File: config.mk
export PLATFORM = sky130hd
export DESIGN_NAME = twi_cmd_master
export DESIGN_NICKNAME = d
export VERILOG_FILES = /design/src/rtl/twi_cmd_pkg.sv /design/src/rtl/twi_sck_phase.sv /design/src/rtl/twi_byte_engine.sv /design/src/rtl/twi_cmd_master.sv
export SDC_FILE = /design/constraint.sdc
export NUM_CORES = 1
export LEC_CHECK = 0
export BUFFER_PORTS_ARGS = -buffer_cell sky130_fd_sc_hd__buf_4
export CORE_AREA = 2 2 72 74
export CTS_CLUSTER_SIZE = 25
export DETAILED_ROUTE_END_ITERATION = 10
export DIE_AREA = 0 0 74 76
export PLACE_DENSITY = 0.84
export SYNTH_ARGS = -nofsm -noshare
export SYNTH_HDL_FRONTEND = slang
export SYNTH_HIERARCHICAL = 1
export SYNTH_SLANG_ARGS = --single-unit
File: constraint.sdc
create_clock -name clk -period 5.9 [get_ports clk]
set_clock_uncertainty 0.2 [all_clocks]
set_input_delay 0.295 -clock clk [delete_from_list [all_inputs] [get_ports clk]]
set_output_delay 0.295 -clock clk [all_outputs]
set_load 0.02 [all_outputs]
File: src/rtl/twi_cmd_pkg.sv
package twi_cmd_pkg;

  // Command codes; the values are decoded by software and must not move.
  localparam logic [3:0] CMD_IDLE    = 4'b0000;
  localparam logic [3:0] CMD_RD_ACK  = 4'b0001;
  localparam logic [3:0] CMD_WR      = 4'b0011;
  localparam logic [3:0] CMD_STOP    = 4'b0101;
  localparam logic [3:0] CMD_RD_LAST = 4'b0110;
  localparam logic [3:0] CMD_START   = 4'b1001;

  typedef enum logic [2:0] {
    OP_START,
    OP_STOP,
    OP_WR,
    OP_RD_ACK,
    OP_RD_LAST
  } op_e;

  function automatic logic code_valid(input logic [3:0] c);
    return (c == CMD_IDLE) || (c == CMD_RD_ACK) || (c == CMD_WR) ||
           (c == CMD_STOP) || (c == CMD_RD_LAST) || (c == CMD_START);
  endfunction

  function automatic op_e code_to_op(input logic [3:0] c);
    case (c)
      CMD_START:   return OP_START;
      CMD_STOP:    return OP_STOP;
      CMD_WR:      return OP_WR;
      CMD_RD_ACK:  return OP_RD_ACK;
      default:     return OP_RD_LAST;
    endcase
  endfunction

  // System cycles per quarter of an SCK period.
  function automatic int unsigned quarter_cycles(input int unsigned clk_hz,
                                                 input int unsigned sck_hz);
    int unsigned q;
    q = clk_hz / (4 * sck_hz);
    if (q < 2) q = 2;
    return q;
  endfunction

  // Index of the final bit slot of an operation.
  function automatic logic [3:0] last_slot(input op_e op);
    return (op == OP_START || op == OP_STOP) ? 4'd0 : 4'd8;
  endfunction

endpackage

File: src/rtl/twi_sck_phase.sv
module twi_sck_phase #(
  parameter int unsigned QDIV = 4
) (
  input  logic clk,
  input  logic rst_n,
  input  logic start_i,
  input  logic park_i,
  output logic run_o,
  output logic scl_o,
  output logic slot_end_o,
  output logic low_mid_o,
  output logic high_mid_o
);
  localparam int CW = (QDIV > 2) ? $clog2(QDIV) : 1;

  logic [CW-1:0] cnt;
  logic [1:0]    phase;
  logic          run;
  logic          qtick;

  assign qtick = run && (cnt == CW'(QDIV - 1));

  always_ff @(posedge clk or negedge rst_n) begin
    if (!rst_n) begin
      run   <= 1'b0;
      cnt   <= '0;
      phase <= 2'd0;
    end else if (park_i) begin
      run   <= 1'b0;
      cnt   <= '0;
      phase <= 2'd0;
    end else if (start_i && !run) begin
      // Preload so the very next cycle closes a slot and SCK falls.
      run   <= 1'b1;
      cnt   <= CW'(QDIV - 1);
      phase <= 2'd3;
    end else if (run) begin
      if (qtick) begin
        cnt   <= '0;
        phase <= phase + 2'd1;
      end else begin
        cnt <= cnt + CW'(1);
      end
    end
  end

  assign run_o      = run;
  assign scl_o      = run ? phase[1] : 1'b1;
  assign slot_end_o = qtick && (phase == 2'd3);
  assign low_mid_o  = qtick && (phase == 2'd0);
  assign high_mid_o = qtick && (phase == 2'd2);

endmodule

File: src/rtl/twi_byte_engine.sv
module twi_byte_engine
  import twi_cmd_pkg::*;
(
  input  logic       clk,
  input  logic       rst_n,
  input  logic       go_i,
  input  op_e        op_i,
  input  logic [7:0] wdata_i,
  input  logic       slot_end_i,
  input  logic       low_mid_i,
  input  logic       high_mid_i,
  input  logic       sda_i,
  output logic       busy_o,
  output logic       done_o,
  output logic       sda_oe_o,
  output logic [7:0] rd_byte_o,
  output logic       rd_load_o,
  output logic       rx_nack_o,
  output logic       tx_nack_o,
  output logic       byte_xfer_o
);
  logic       busy, started, sda_low, done, rd_load, rx_nack, tx_nack;
  op_e        op;
  logic [3:0] slot;
  logic [7:0] shreg;
  logic       drive_low;
  logic       is_read;

  assign is_read = (op == OP_RD_ACK) || (op == OP_RD_LAST);

  // Level the master wants on SDA for the current slot (1 = pull low).
  always_comb begin
    case (op)
      OP_START:  drive_low = 1'b0;
      OP_STOP:   drive_low = 1'b1;
      OP_WR:     drive_low = (slot < 4'd8) ? ~shreg[3'd7 - slot[2:0]] : 1'b0;
      OP_RD_ACK: drive_low = (slot == 4'd8);
      default:   drive_low = 1'b0;
    endcase
  end

  always_ff @(posedge clk or negedge rst_n) begin
    if (!rst_n) begin
      busy    <= 1'b0;
      started <= 1'b0;
      op      <= OP_START;
      slot    <= 4'd0;
      shreg   <= 8'h00;
      sda_low <= 1'b0;
      done    <= 1'b0;
      rd_load <= 1'b0;
      rx_nack <= 1'b1;
      tx_nack <= 1'b1;
    end else begin
      done    <= 1'b0;
      rd_load <= 1'b0;
      if (go_i) begin
        busy    <= 1'b1;
        started <= 1'b0;
        op      <= op_i;
        slot    <= 4'd0;
        shreg   <= wdata_i;
      end else if (busy) begin
        if (slot_end_i) begin
          if (!started) begin
            started <= 1'b1;
            slot    <= 4'd0;
          end else if (slot == last_slot(op)) begin
            busy    <= 1'b0;
            started <= 1'b0;
            done    <= 1'b1;
            if (is_read) begin
              rd_load <= 1'b1;
              tx_nack <= (op == OP_RD_LAST);
            end
          end else begin
            slot <= slot + 4'd1;
          end
        end
        if (low_mid_i && started) sda_low <= drive_low;
        if (high_mid_i && started) begin
          case (op)
            OP_START: sda_low <= 1'b1;
            OP_STOP:  sda_low <= 1'b0;
            OP_WR:    if (slot == 4'd8) rx_nack <= sda_i;
            default:  if (slot < 4'd8) shreg <= {shreg[6:0], sda_i};
          endcase
        end
      end
    end
  end

  assign busy_o      = busy;
  assign done_o      = done;
  assign sda_oe_o    = sda_low;
  assign rd_byte_o   = shreg;
  assign rd_load_o   = rd_load;
  assign rx_nack_o   = rx_nack;
  assign tx_nack_o   = tx_nack;
  assign byte_xfer_o = busy && started && (op == OP_WR || is_read);

endmodule

File: src/rtl/twi_cmd_master.sv
module twi_cmd_master
  import twi_cmd_pkg::*;
#(
  parameter int unsigned CLK_HZ = 200_000_000,
  parameter int unsigned SCK_HZ = 78_000
) (
  input  logic       clk,
  input  logic       rst_n,
  input  logic       ctl_wr,
  input  logic [3:0] ctl_cmd,
  output logic [7:0] ctl_rdata,
  input  logic       dat_wr,
  input  logic [7:0] dat_wdata,
  output logic [7:0] dat_rdata,
  output logic       irq,
  output logic       scl_o,
  output logic       sda_oe_o,
  input  logic       sda_i
);
  localparam int unsigned QDIV = quarter_cycles(CLK_HZ, SCK_HZ);

  logic       busy, cmd_take, cmd_ok, cmd_idle, go, park;
  logic       clk_run, slot_end, low_mid, high_mid;
  logic       rd_load, rx_nack, tx_nack, byte_xfer;
  logic [7:0] rd_byte, data_q;
  logic       err;

  assign cmd_take = ctl_wr && !busy;
  assign cmd_ok   = code_valid(ctl_cmd);
  assign cmd_idle = (ctl_cmd == CMD_IDLE);
  assign go       = cmd_take && cmd_ok && !cmd_idle;
  assign park     = cmd_take && cmd_idle;

  twi_sck_phase #(.QDIV(QDIV)) u_phase (
    .clk        (clk),
    .rst_n      (rst_n),
    .start_i    (go),
    .park_i     (park),
    .run_o      (clk_run),
    .scl_o      (scl_o),
    .slot_end_o (slot_end),
    .low_mid_o  (low_mid),
    .high_mid_o (high_mid)
  );

  twi_byte_engine u_engine (
    .clk         (clk),
    .rst_n       (rst_n),
    .go_i        (go),
    .op_i        (code_to_op(ctl_cmd)),
    .wdata_i     (data_q),
    .slot_end_i  (slot_end),
    .low_mid_i   (low_mid),
    .high_mid_i  (high_mid),
    .sda_i       (sda_i),
    .busy_o      (busy),
    .done_o      (irq),
    .sda_oe_o    (sda_oe_o),
    .rd_byte_o   (rd_byte),
    .rd_load_o   (rd_load),
    .rx_nack_o   (rx_nack),
    .tx_nack_o   (tx_nack),
    .byte_xfer_o (byte_xfer)
  );

  always_ff @(posedge clk or negedge rst_n) begin
    if (!rst_n) begin
      err    <= 1'b0;
      data_q <= 8'h00;
    end else begin
      if (cmd_take) err <= !cmd_ok;
      if (rd_load) data_q <= rd_byte;
      else if (dat_wr && !busy) data_q <= dat_wdata;
    end
  end

  assign ctl_rdata = {err, busy, rx_nack, tx_nack, 4'b0000};
  assign dat_rdata = data_q;

endmodule

==> impl_metrics.env, run 1 <==
export IMPL_core_area_um2=4910
export IMPL_cts_tree="yes"
export IMPL_io_buffers=31
export IMPL_grt_usage=0.203
export IMPL_path_cells="inv_1 -> ha_1 -> or4b_4 -> nor4_4 -> and2_2 -> nor4b_2 -> mux2i_1 -> o21ai_0"
export IMPL_slew_headroom=0.232
export IMPL_routed_wl_mm=5.13
export IMPL_grt_max_degree=45
export IMPL_hold_viol=0
export IMPL_syn2layout_area_growth_pct=13.6
export IMPL_finalCritPeriodShare=0.581
export IMPL_crit_path_end_kind="flop"
export IMPL_finalSetupViolations=0
export IMPL_cts_buffers=5
export IMPL_hold_ws_ns=0.0584
export IMPL_rows=26
export IMPL_cellLeakagePower_nw=1.25
export IMPL_drc_errors=0
export IMPL_clock_sinks=44
export IMPL_placed_area_um2=2840
export IMPL_fin_crit_ns=3.43
export IMPL_dp_cells=360
export IMPL_path_clk_slew_ns=0.08
export IMPL_fin_area_um2=2960
export IMPL_cp_top_family="simple AND/OR/NAND/NOR gates"
export IMPL_start_util=0.530
export IMPL_cp_max_fo=10
export IMPL_r2r_start="u_phase/cnt[0]"
export IMPL_die_area_um2=5620
export IMPL_start_kind="flop"
export IMPL_maxSlewViolCount=0
export IMPL_synth_area_per_cell_um2=9.47
export IMPL_dr_pass1_iters=4
export IMPL_totalNegativeSetupSlack_ns=0
export IMPL_grt_overflow_total=0
export IMPL_max_cap_viol_count=0
export IMPL_root_buffer="clkbuf_8"
export IMPL_vias=2012
export IMPL_yosysWarnings=6
export IMPL_detailedRoute_firstIterationViolations=119
export IMPL_gp_congestion=0.836
export IMPL_cp_startpoint="u_phase/cnt[0]"
export IMPL_critPathMaxStageDelay_ns=0.92
export IMPL_criticalPathCategory="reg -> reg"
export IMPL_nNetsFinal=322
export IMPL_regToRegEndpoint="u_engine/rd_byte_o[0]"
export IMPL_rsz0062_at_grt="false"
export IMPL_max_freq_mhz=292
export IMPL_status="finished, final reports clean"
export IMPL_worst_endpoint_required_ns=5.87
export IMPL_n_antenna_cell=0
export IMPL_crit_end="u_engine/rd_byte_o[0]"
export IMPL_synth_area_um2=2600
export IMPL_antenna_found_initial=0
export IMPL_post_dp_hpwl_mm=3.60
export IMPL_max_vdd_ir_drop_mv=0.219
export IMPL_power_density_nw_per_um2=448
export IMPL_final_cells=369
export IMPL_power_mw=1.32
export IMPL_arrival_ns=3.40
export IMPL_wl_per_cell_um=13.9
export IMPL_htree_levels=2
export IMPL_ctsLongestPathBuffers=2
export IMPL_clk_latency_ns=0.30
export IMPL_critPathSlowestCell="nor4b_2"
export IMPL_tightest_slew_ns=1.15
export IMPL_hp_class="in -> reg"
export IMPL_cp_num_buf_inv=1
export IMPL_ioPinCount=36
export IMPL_ff2ff_path_depth=8
export IMPL_drt_vias_per_instance=5.45
export IMPL_syn_inst=275
export IMPL_layout_drive_gt1_share=0.217
export IMPL_grt_pass1_vias=2023
export IMPL_die_h_um=76
export IMPL_critical_path_depth=8
export IMPL_r2r_slack_ns=2.47
export IMPL_grt_pass1_wl_mm=9.11
export IMPL_drtAntennaViolNets=0
export IMPL_fp_dieW_um=74
how the worst min path moves through the flow:
stage / start / end / slack, ns / depth (start not counted)
finish: sda_i / u_engine/rx_nack_o / 0.06 / 2
floorplan: rst_n / dat_rdata[0] / -0.20 / 0
global placement: rst_n / dat_rdata[4] / 0.12 / 1
global route: sda_i / u_engine/rx_nack_o / 0.06 / 2
CTS: sda_i / u_engine/rx_nack_o / 0.05 / 2
detailed placement: rst_n / dat_rdata[3] / 0.12 / 1
flip-flops by register name, summed over array words and instances, names as in the netlist:
name,cells
u_phase/cnt,10
dat_rdata,8
u_engine/rd_byte_o,8
u_engine/slot,4
u_engine/op,3
u_phase/phase,2
err,1
u_engine/busy_o,1
u_engine/done_o,1
u_engine/rd_load_o,1
u_engine/rx_nack_o,1
u_engine/sda_oe_o,1
u_engine/started,1
u_engine/tx_nack_o,1
u_phase/run_o,1
routing by layer:
| layer | track usage | vias up | part of all wire |
|---|---|---|---|
| met4 | 0.0764 | 0 | 0.017 |
| li1 | - | 995 | - |
| met2 | 0.331 | 37 | 0.50 |
| met1 | 0.264 | 972 | 0.45 |
| met5 | 0 | - | 0 |
| met3 | 0.0397 | 8 | 0.035 |
what timing repair did:
action	in CTS	in global routing
gates resized for setup	0	0
buffers inserted	0	0
endpoints found under the setup margin	0	0
endpoints found under the hold margin	42	0
hold buffers	1	0
cells in the final DEF (no fill, tap or decap), types with 2 or more instances in the layout:
| master | n |
|---|---|
| nor2_1 | 18 |
| ha_1 | 7 |
| nand2b_1 | 8 |
| or4_1 | 2 |
| nor3_1 | 6 |
| a31oi_1 | 2 |
| buf_4 | 33 |
| o31ai_1 | 3 |
| a21oi_1 | 10 |
| clkbuf_8 | 5 |
| nand3_1 | 9 |
| nand3b_1 | 2 |
| dfrtp_1 | 42 |
| xor2_1 | 2 |
| a21o_1 | 2 |
| inv_1 | 8 |
| dfstp_2 | 2 |
| o21ai_0 | 27 |
| nand2_1 | 34 |
| or2_2 | 2 |
| mux2_2 | 4 |
| nor4b_1 | 2 |
| nand4b_1 | 2 |
| nor2b_1 | 5 |
| xnor2_1 | 5 |
| conb_1 | 4 |
| and2_2 | 4 |
| nand4_1 | 2 |
| mux2i_1 | 19 |
report_power, final:
part	switching [mW]	internal [mW]	total, mW
Clock	0.104	0.125	0.230
Combinational	0.277	0.249	0.526
Sequential	0.152	0.416	0.568
through the flow:
| stage | utilization | worst slack (ns) |
|---|---|---|
| floorplan | - | 3.23 |
| global placement | 0.577 | 2.58 |
| detailed placement | 0.577 | 2.48 |
| CTS | 0.602 | 2.45 |
| global route | 0.602 | 2.20 |
| finish | 0.602 | 2.47 |
cell type report:
type | count | area, um^2
clock buffer | 5 | 68.8
fill | 412 | 1960
inverter | 8 | 30.0
clock inverter | 3 | 42.5
tap | 70 | 87.6
sequential | 44 | 1100
timing repair buffer | 34 | 258
multi-input combinational | 205 | 1370
(Power assumes the default switching activity.)
==> inputs of run 2 (changes only) <==
clock period = 3.2 ns   (was 5.9 ns; I/O delays follow)
==> run 2 against run 1 <==
Effect of this change:
- final cell count increased by 3.3%
- critical path depth increased by 1
- core utilization increased by 2.0 points
- global-route usage increased by 0.92 points
- die area unchanged
- register-to-register slack got worse by 1.8 ns
- non-clock buffer count increased by 12
- sequential share of layout area decreased by 1.2 points
- worst hold slack got worse by 0.016 ns
==> impl_metrics.env, run 2 (same netlist as run 1, synthesis figures left out) <==
export IMPL_final_cells=381
export IMPL_status="finished, final reports clean"
export IMPL_slew_headroom=0.606
export IMPL_wl_met2_mm=2.79
export IMPL_grt_max_degree=45
export IMPL_antenna_found_initial=0
export IMPL_rows=26
export IMPL_path_clk_slew_ns=0.09
export IMPL_routed_wl_mm=5.48
export IMPL_r2r_slack_ns=0.65
export IMPL_grt_overflow_total=0
export IMPL_htree_levels=2
export IMPL_max_freq_mhz=391
export IMPL_largest_reg_flops=10
export IMPL_layout_commonest_cell="dfrtp_1"
export IMPL_post_dp_hpwl_mm=3.74
export IMPL_detailedRoute_firstIterationViolations=140
export IMPL_final_cell_mix="42 x dfrtp_1, 35 x buf_4, 34 x nand2_1"
export IMPL_root_buffer="clkbuf_8"
export IMPL_fin_crit_ns=2.55
export IMPL_critPathMaxStageDelay_ns=0.46
export IMPL_start_kind="flop"
export IMPL_syn2layout_area_growth_pct=17.3
export IMPL_crit_end="u_engine/rd_byte_o[4]"
export IMPL_start_util=0.530
export IMPL_min_delay_start="ctl_wr"
export IMPL_die_area_um2=5620
export IMPL_drt_vias_per_instance=5.59
export IMPL_grt_pass1_vias=2095
export IMPL_drc_errors=0
export IMPL_core_area_um2=4910
export IMPL_preCtsSetupSlack_ns=0.654
export IMPL_ioPinCount=36
export IMPL_cp_max_fo=8
export IMPL_die_h_um=76
export IMPL_multi_input_area_um2=1370
export IMPL_worst_endpoint_required_ns=3.18
export IMPL_dr_pass1_iters=5
export IMPL_io_buffers=31
export IMPL_cts_setup_buffers=0
export IMPL_gp_congestion=0.927
export IMPL_finalSetupViolations=0
export IMPL_largest_register="u_phase/cnt"
export IMPL_totalNegativeSetupSlack_ns=0
export IMPL_cts_tree="yes"
export IMPL_top_layer="met4"
export IMPL_cts_resized=0
export IMPL_drtAntennaViolNets=0
export IMPL_power_density_nw_per_um2=791
export IMPL_max_vdd_ir_drop_mv=0.499
export IMPL_tightest_slew_ns=0.591
export IMPL_hold_viol=0
export IMPL_cts_hold_buf=11
export IMPL_clock_sinks=44
export IMPL_wl_per_cell_um=14.4
export IMPL_max_cap_viol_count=0
export IMPL_n_fill_cell=421
export IMPL_criticalPathCategory="reg -> reg"
export IMPL_ff2ff_path_depth=9
export IMPL_cts_buffers=5
export IMPL_grt_pass1_wl_mm=9.32
export IMPL_fp_dieW_um=74
export IMPL_wl_met3_um=197
export IMPL_vias=2128
export IMPL_power_mw=2.41
export IMPL_layout_drive_gt1_share=0.215
export IMPL_regToRegEndpoint="u_engine/rd_byte_o[4]"
export IMPL_cp_startpoint="u_phase/cnt[0]"
export IMPL_critPathSlowestCell="or4b_4"
export IMPL_nNetsFinal=334
export IMPL_r2r_start="u_phase/cnt[0]"
export IMPL_grt_usage=0.213
export IMPL_wl_met1_mm=2.41
export IMPL_n_antenna_cell=0
export IMPL_ctsLongestPathBuffers=2
export IMPL_cellLeakagePower_nw=1.30
export IMPL_arrival_ns=2.54
export IMPL_path_cells="inv_1 -> ha_1 -> or4b_4 -> nor4_4 -> and2_2 -> nor4b_2 -> buf_4 -> mux2i_1 -> o21ai_0"
export IMPL_finalCritPeriodShare=0.798
export IMPL_rsz0062_at_grt="false"
export IMPL_maxSlewViolCount=0
export IMPL_setup_ws_ns=0.645
export IMPL_regArea_um2=1100
export IMPL_clk_latency_ns=0.30
export IMPL_hp_class="in -> reg"
export IMPL_crit_path_end_kind="flop"
export IMPL_dp_cells=362
==> run 2: cell count changes in the layout (fill, tap and decap cells not counted), sizes merged <==
cell and delta:
bufinv -1, dlygate4sd3 +10, clkinv +1, clkinvlp -1, clkbuf +1, buf +2
==> run 2: worst max-delay path: cells and delay by family, from the launching register on <==
family	cells	cell delay, ns
buf+inv	2	0.31
simple gates	4	1.05
compound gates	1	0.09
mux	1	0.21
flops	1	0.44
fa+ha+maj	1	0.12
==> run 2: how the worst min path moves through the flow <==
stage / cells past startpoint / endpoint
finish: 4 / err
global route: 3 / err
CTS: 3 / err
detailed placement: 1 / dat_rdata[4]
global placement: 1 / dat_rdata[4]
floorplan: 0 / dat_rdata[0]
==> run 2: layer usage <==
metal	global-route usage	vias up
li1	-	1018
met1	0.255	1040
met2	0.367	64
met3	0.0317	6
met4	0.0964	0
met5	0	-
==> run 2: final cells by class <==
type	instances	area share
well taps	70	0.0287
multi-input cells	205	0.448
repair buffers	46	0.122
clock inverters	2	0.00328
flip-flops and latches	44	0.361
inverters	8	0.00984
clock buffers	6	0.0270
==> run 2: through the flow <==
stage	hold slack [ns]	cell area [um^2]	utilization
2_1_floorplan	-0.336	2620	-
3_3_place_gp	-0.0148	2850	0.580
3_5_place_dp	-0.0153	2850	0.580
4_1_cts	0.0406	3050	0.621
5_1_grt	0.0587	3050	0.621
6_report	0.0423	3050	0.621
==> run 2: power breakdown <==
part	total, mW	switching, mW	leakage (nW)	internal (mW)
Sequential	1.05	0.287	0.535	0.767
Combinational	0.996	0.522	0.717	0.474
Clock	0.364	0.191	0.0510	0.172
==> inputs of run 3 (changes only) <==
ABC_AREA = 1   (was not set)
CORE_AREA = 2 2 76 78   (was 2 2 72 74)
DIE_AREA = 0 0 78 80   (was 0 0 74 76)
PLACE_DENSITY = 0.82   (was 0.84)
clock period = 2.1 ns   (was 3.2 ns; I/O delays follow)
==> run 3 against run 2 <==
Effect of this change:
- sequential power rose by 40%
- register-to-register slack worse by 0.54 ns
- final cell count rose by 27%
- worst hold slack got worse by 0.027 ns
- critical path depth grew 1
- clock-buffer cell count grew 1
- non-clock buffer count grew 6
- combinational power is 54% higher
- routed wire length grew 7.3%
- fmax grew 28%
- cell area up 7.2%
- highest routed layer unchanged
==> impl_metrics.env, run 3 <==
export IMPL_largest_register="u_phase/cnt"
export IMPL_clock_sinks=44
export IMPL_ioPinCount=36
export IMPL_cp_top_family="simple AND/OR/NAND/NOR gates"
export IMPL_gp_congestion=0.830
export IMPL_final_cell_mix="107 x nand2_1, 43 x inv_1, 42 x dfrtp_1"
export IMPL_grt_pass1_vias=2265
export IMPL_final_cells=484
export IMPL_n_fill_cell=469
export IMPL_syn_inst=362
export IMPL_hp_class="in -> reg"
export IMPL_grt_pass1_wl_mm=9.94
export IMPL_clk_latency_ns=0.30
export IMPL_layout_commonest_cell="nand2_1"
export IMPL_r2r_start="u_engine/slot[0]"
export IMPL_cp_num_buf_inv=2
export IMPL_n_antenna_cell=0
export IMPL_power_density_nw_per_um2=1070
export IMPL_fp_dieW_um=78
export IMPL_hold_viol=0
export IMPL_ctsLongestPathBuffers=2
export IMPL_htree_levels=2
export IMPL_maxSlewViolCount=0
export IMPL_critPathMaxStageDelay_ns=0.48
export IMPL_arrival_ns=2.04
export IMPL_layout_drive_gt1_share=0.218
export IMPL_yosysWarnings=6
export IMPL_r2r_slack_ns=0.10
export IMPL_synth_area_um2=2740
export IMPL_grt_overflow_total=0
export IMPL_tightest_slew_ns=0.573
export IMPL_drt_vias_per_instance=4.95
export IMPL_post_dp_hpwl_mm=4.16
export IMPL_root_buffer="clkbuf_8"
export IMPL_rows=27
export IMPL_rsz0062_at_grt="false"
export IMPL_grt_max_degree=45
export IMPL_die_area_um2=6240
export IMPL_ff2ff_path_depth=10
export IMPL_routed_wl_mm=5.88
export IMPL_regToRegEndpoint="u_engine/tx_nack_o"
export IMPL_drc_errors=0
export IMPL_die_h_um=80
export IMPL_start_kind="flop"
export IMPL_max_cap_viol_count=0
export IMPL_synth_area_per_cell_um2=7.58
export IMPL_finalCritPeriodShare=0.952
export IMPL_criticalPathCategory="reg -> reg"
export IMPL_dp_cells=461
export IMPL_min_delay_start="ctl_cmd[0]"
export IMPL_io_buffers=31
export IMPL_fin_crit_ns=2.00
export IMPL_max_freq_mhz=500
export IMPL_slew_headroom=0.618
export IMPL_cp_max_fo=7
export IMPL_holdPathEnd="err"
export IMPL_cp_startpoint="u_engine/slot[0]"
export IMPL_detailedRoute_firstIterationViolations=172
export IMPL_start_util=0.507
export IMPL_wl_per_cell_um=12.1
export IMPL_path_clk_slew_ns=0.09
export IMPL_cts_tree="yes"
export IMPL_antenna_found_initial=0
export IMPL_totalNegativeSetupSlack_ns=0
export IMPL_max_vdd_ir_drop_mv=0.520
export IMPL_largest_reg_flops=10
export IMPL_path_cells="inv_2 -> ha_1 -> inv_1 -> nor2_1 -> nand3_2 -> nor2_4 -> nand2_4 -> nor2_8 -> nand2_2 -> a21oi_2"
export IMPL_cts_buffers=5
export IMPL_finalSetupViolations=0
export IMPL_vias=2398
export IMPL_whs_path_depth=6
export IMPL_crit_path_end_kind="flop"
export IMPL_status="finished, final reports clean"
export IMPL_cellLeakagePower_nw=1.69
export IMPL_worst_endpoint_required_ns=2.14
export IMPL_grt_usage=0.200
export IMPL_dr_pass1_iters=4
export IMPL_nNetsFinal=435
export IMPL_drtAntennaViolNets=0
export IMPL_critPathSlowestCell="dfrtp_1"
export IMPL_core_area_um2=5410
export IMPL_syn2layout_area_growth_pct=19.3
==> run 3: per-stage QoR <==
stage	setup WS, ns	utilization	power, mW	cell area, um^2	hold WS [ns]
CTS	0.0123	0.597	3.48	3230	0.0141
global route	0.00418	0.605	3.81	3270	0.0658
finish	0.102	0.605	3.52	3270	0.0152
detailed placement	-0.0232	0.556	2.94	3010	-0.0582
floorplan	0.127	-	2.52	2750	-0.391
global placement	0.0530	0.556	2.88	3010	-0.0681
==> run 3: how the worst max path moves through the flow <==
| stage | slack [ns] | cells past startpoint | to |
|---|---|---|---|
| after floorplan | 0.13 | 11 | u_engine/rd_byte_o[1] |
| after global placement | 0.05 | 10 | u_engine/slot[2] |
| after detailed placement | -0.02 | 10 | u_engine/slot[2] |
| after CTS | 0.01 | 9 | u_engine/slot[1] |
| after global routing | 0.004 | 10 | u_engine/slot[1] |
| final | 0.10 | 10 | u_engine/tx_nack_o |
==> run 3: where the power goes <==
| part | switching [mW] | internal [mW] | total, mW |
|---|---|---|---|
| clock network | 0.288 | 0.234 | 0.522 |
| registers | 0.308 | 1.16 | 1.47 |
| logic | 0.919 | 0.606 | 1.53 |
==> run 3: repair_timing <==
action / 4_1_cts / 5_1_grt
endpoints found under the hold margin: 56 / 0
setup buffers: 0 / 2
hold buffers: 13 / 0
gates resized for setup: 2 / 9
pin swaps: 1 / 1
setup endpoints to repair: 1 / 17
==> run 3: layout make-up <==
class,instances,area (um^2),share of cell area
inverters,54,210,0.0642
multi-input cells,254,1360,0.416
clock inverters,1,5.00,0.00153
clock buffers,7,76.3,0.0233
repair buffers,52,427,0.130
flip-flops and latches,44,1100,0.337
well taps,72,90.1,0.0275
==> run 3: worst register-to-register path: stages, from the launching register on <==
cell	delay [ns]
dfrtp_1	0.48
inv_2	0.17
ha_1	0.16
inv_1	0.04
nor2_1	0.16
nand3_2	0.13
nor2_4	0.20
nand2_4	0.10
nor2_8	0.10
nand2_2	0.06
a21oi_2	0.12
==> run 3: metal layers <==
layer | vias up | part of all wire | global-route usage
met5 | - | 0 | 0
met4 | 0 | 0.017 | 0.0596
met3 | 11 | 0.030 | 0.0430
met2 | 41 | 0.51 | 0.353
met1 | 1118 | 0.44 | 0.245
li1 | 1228 | - | -
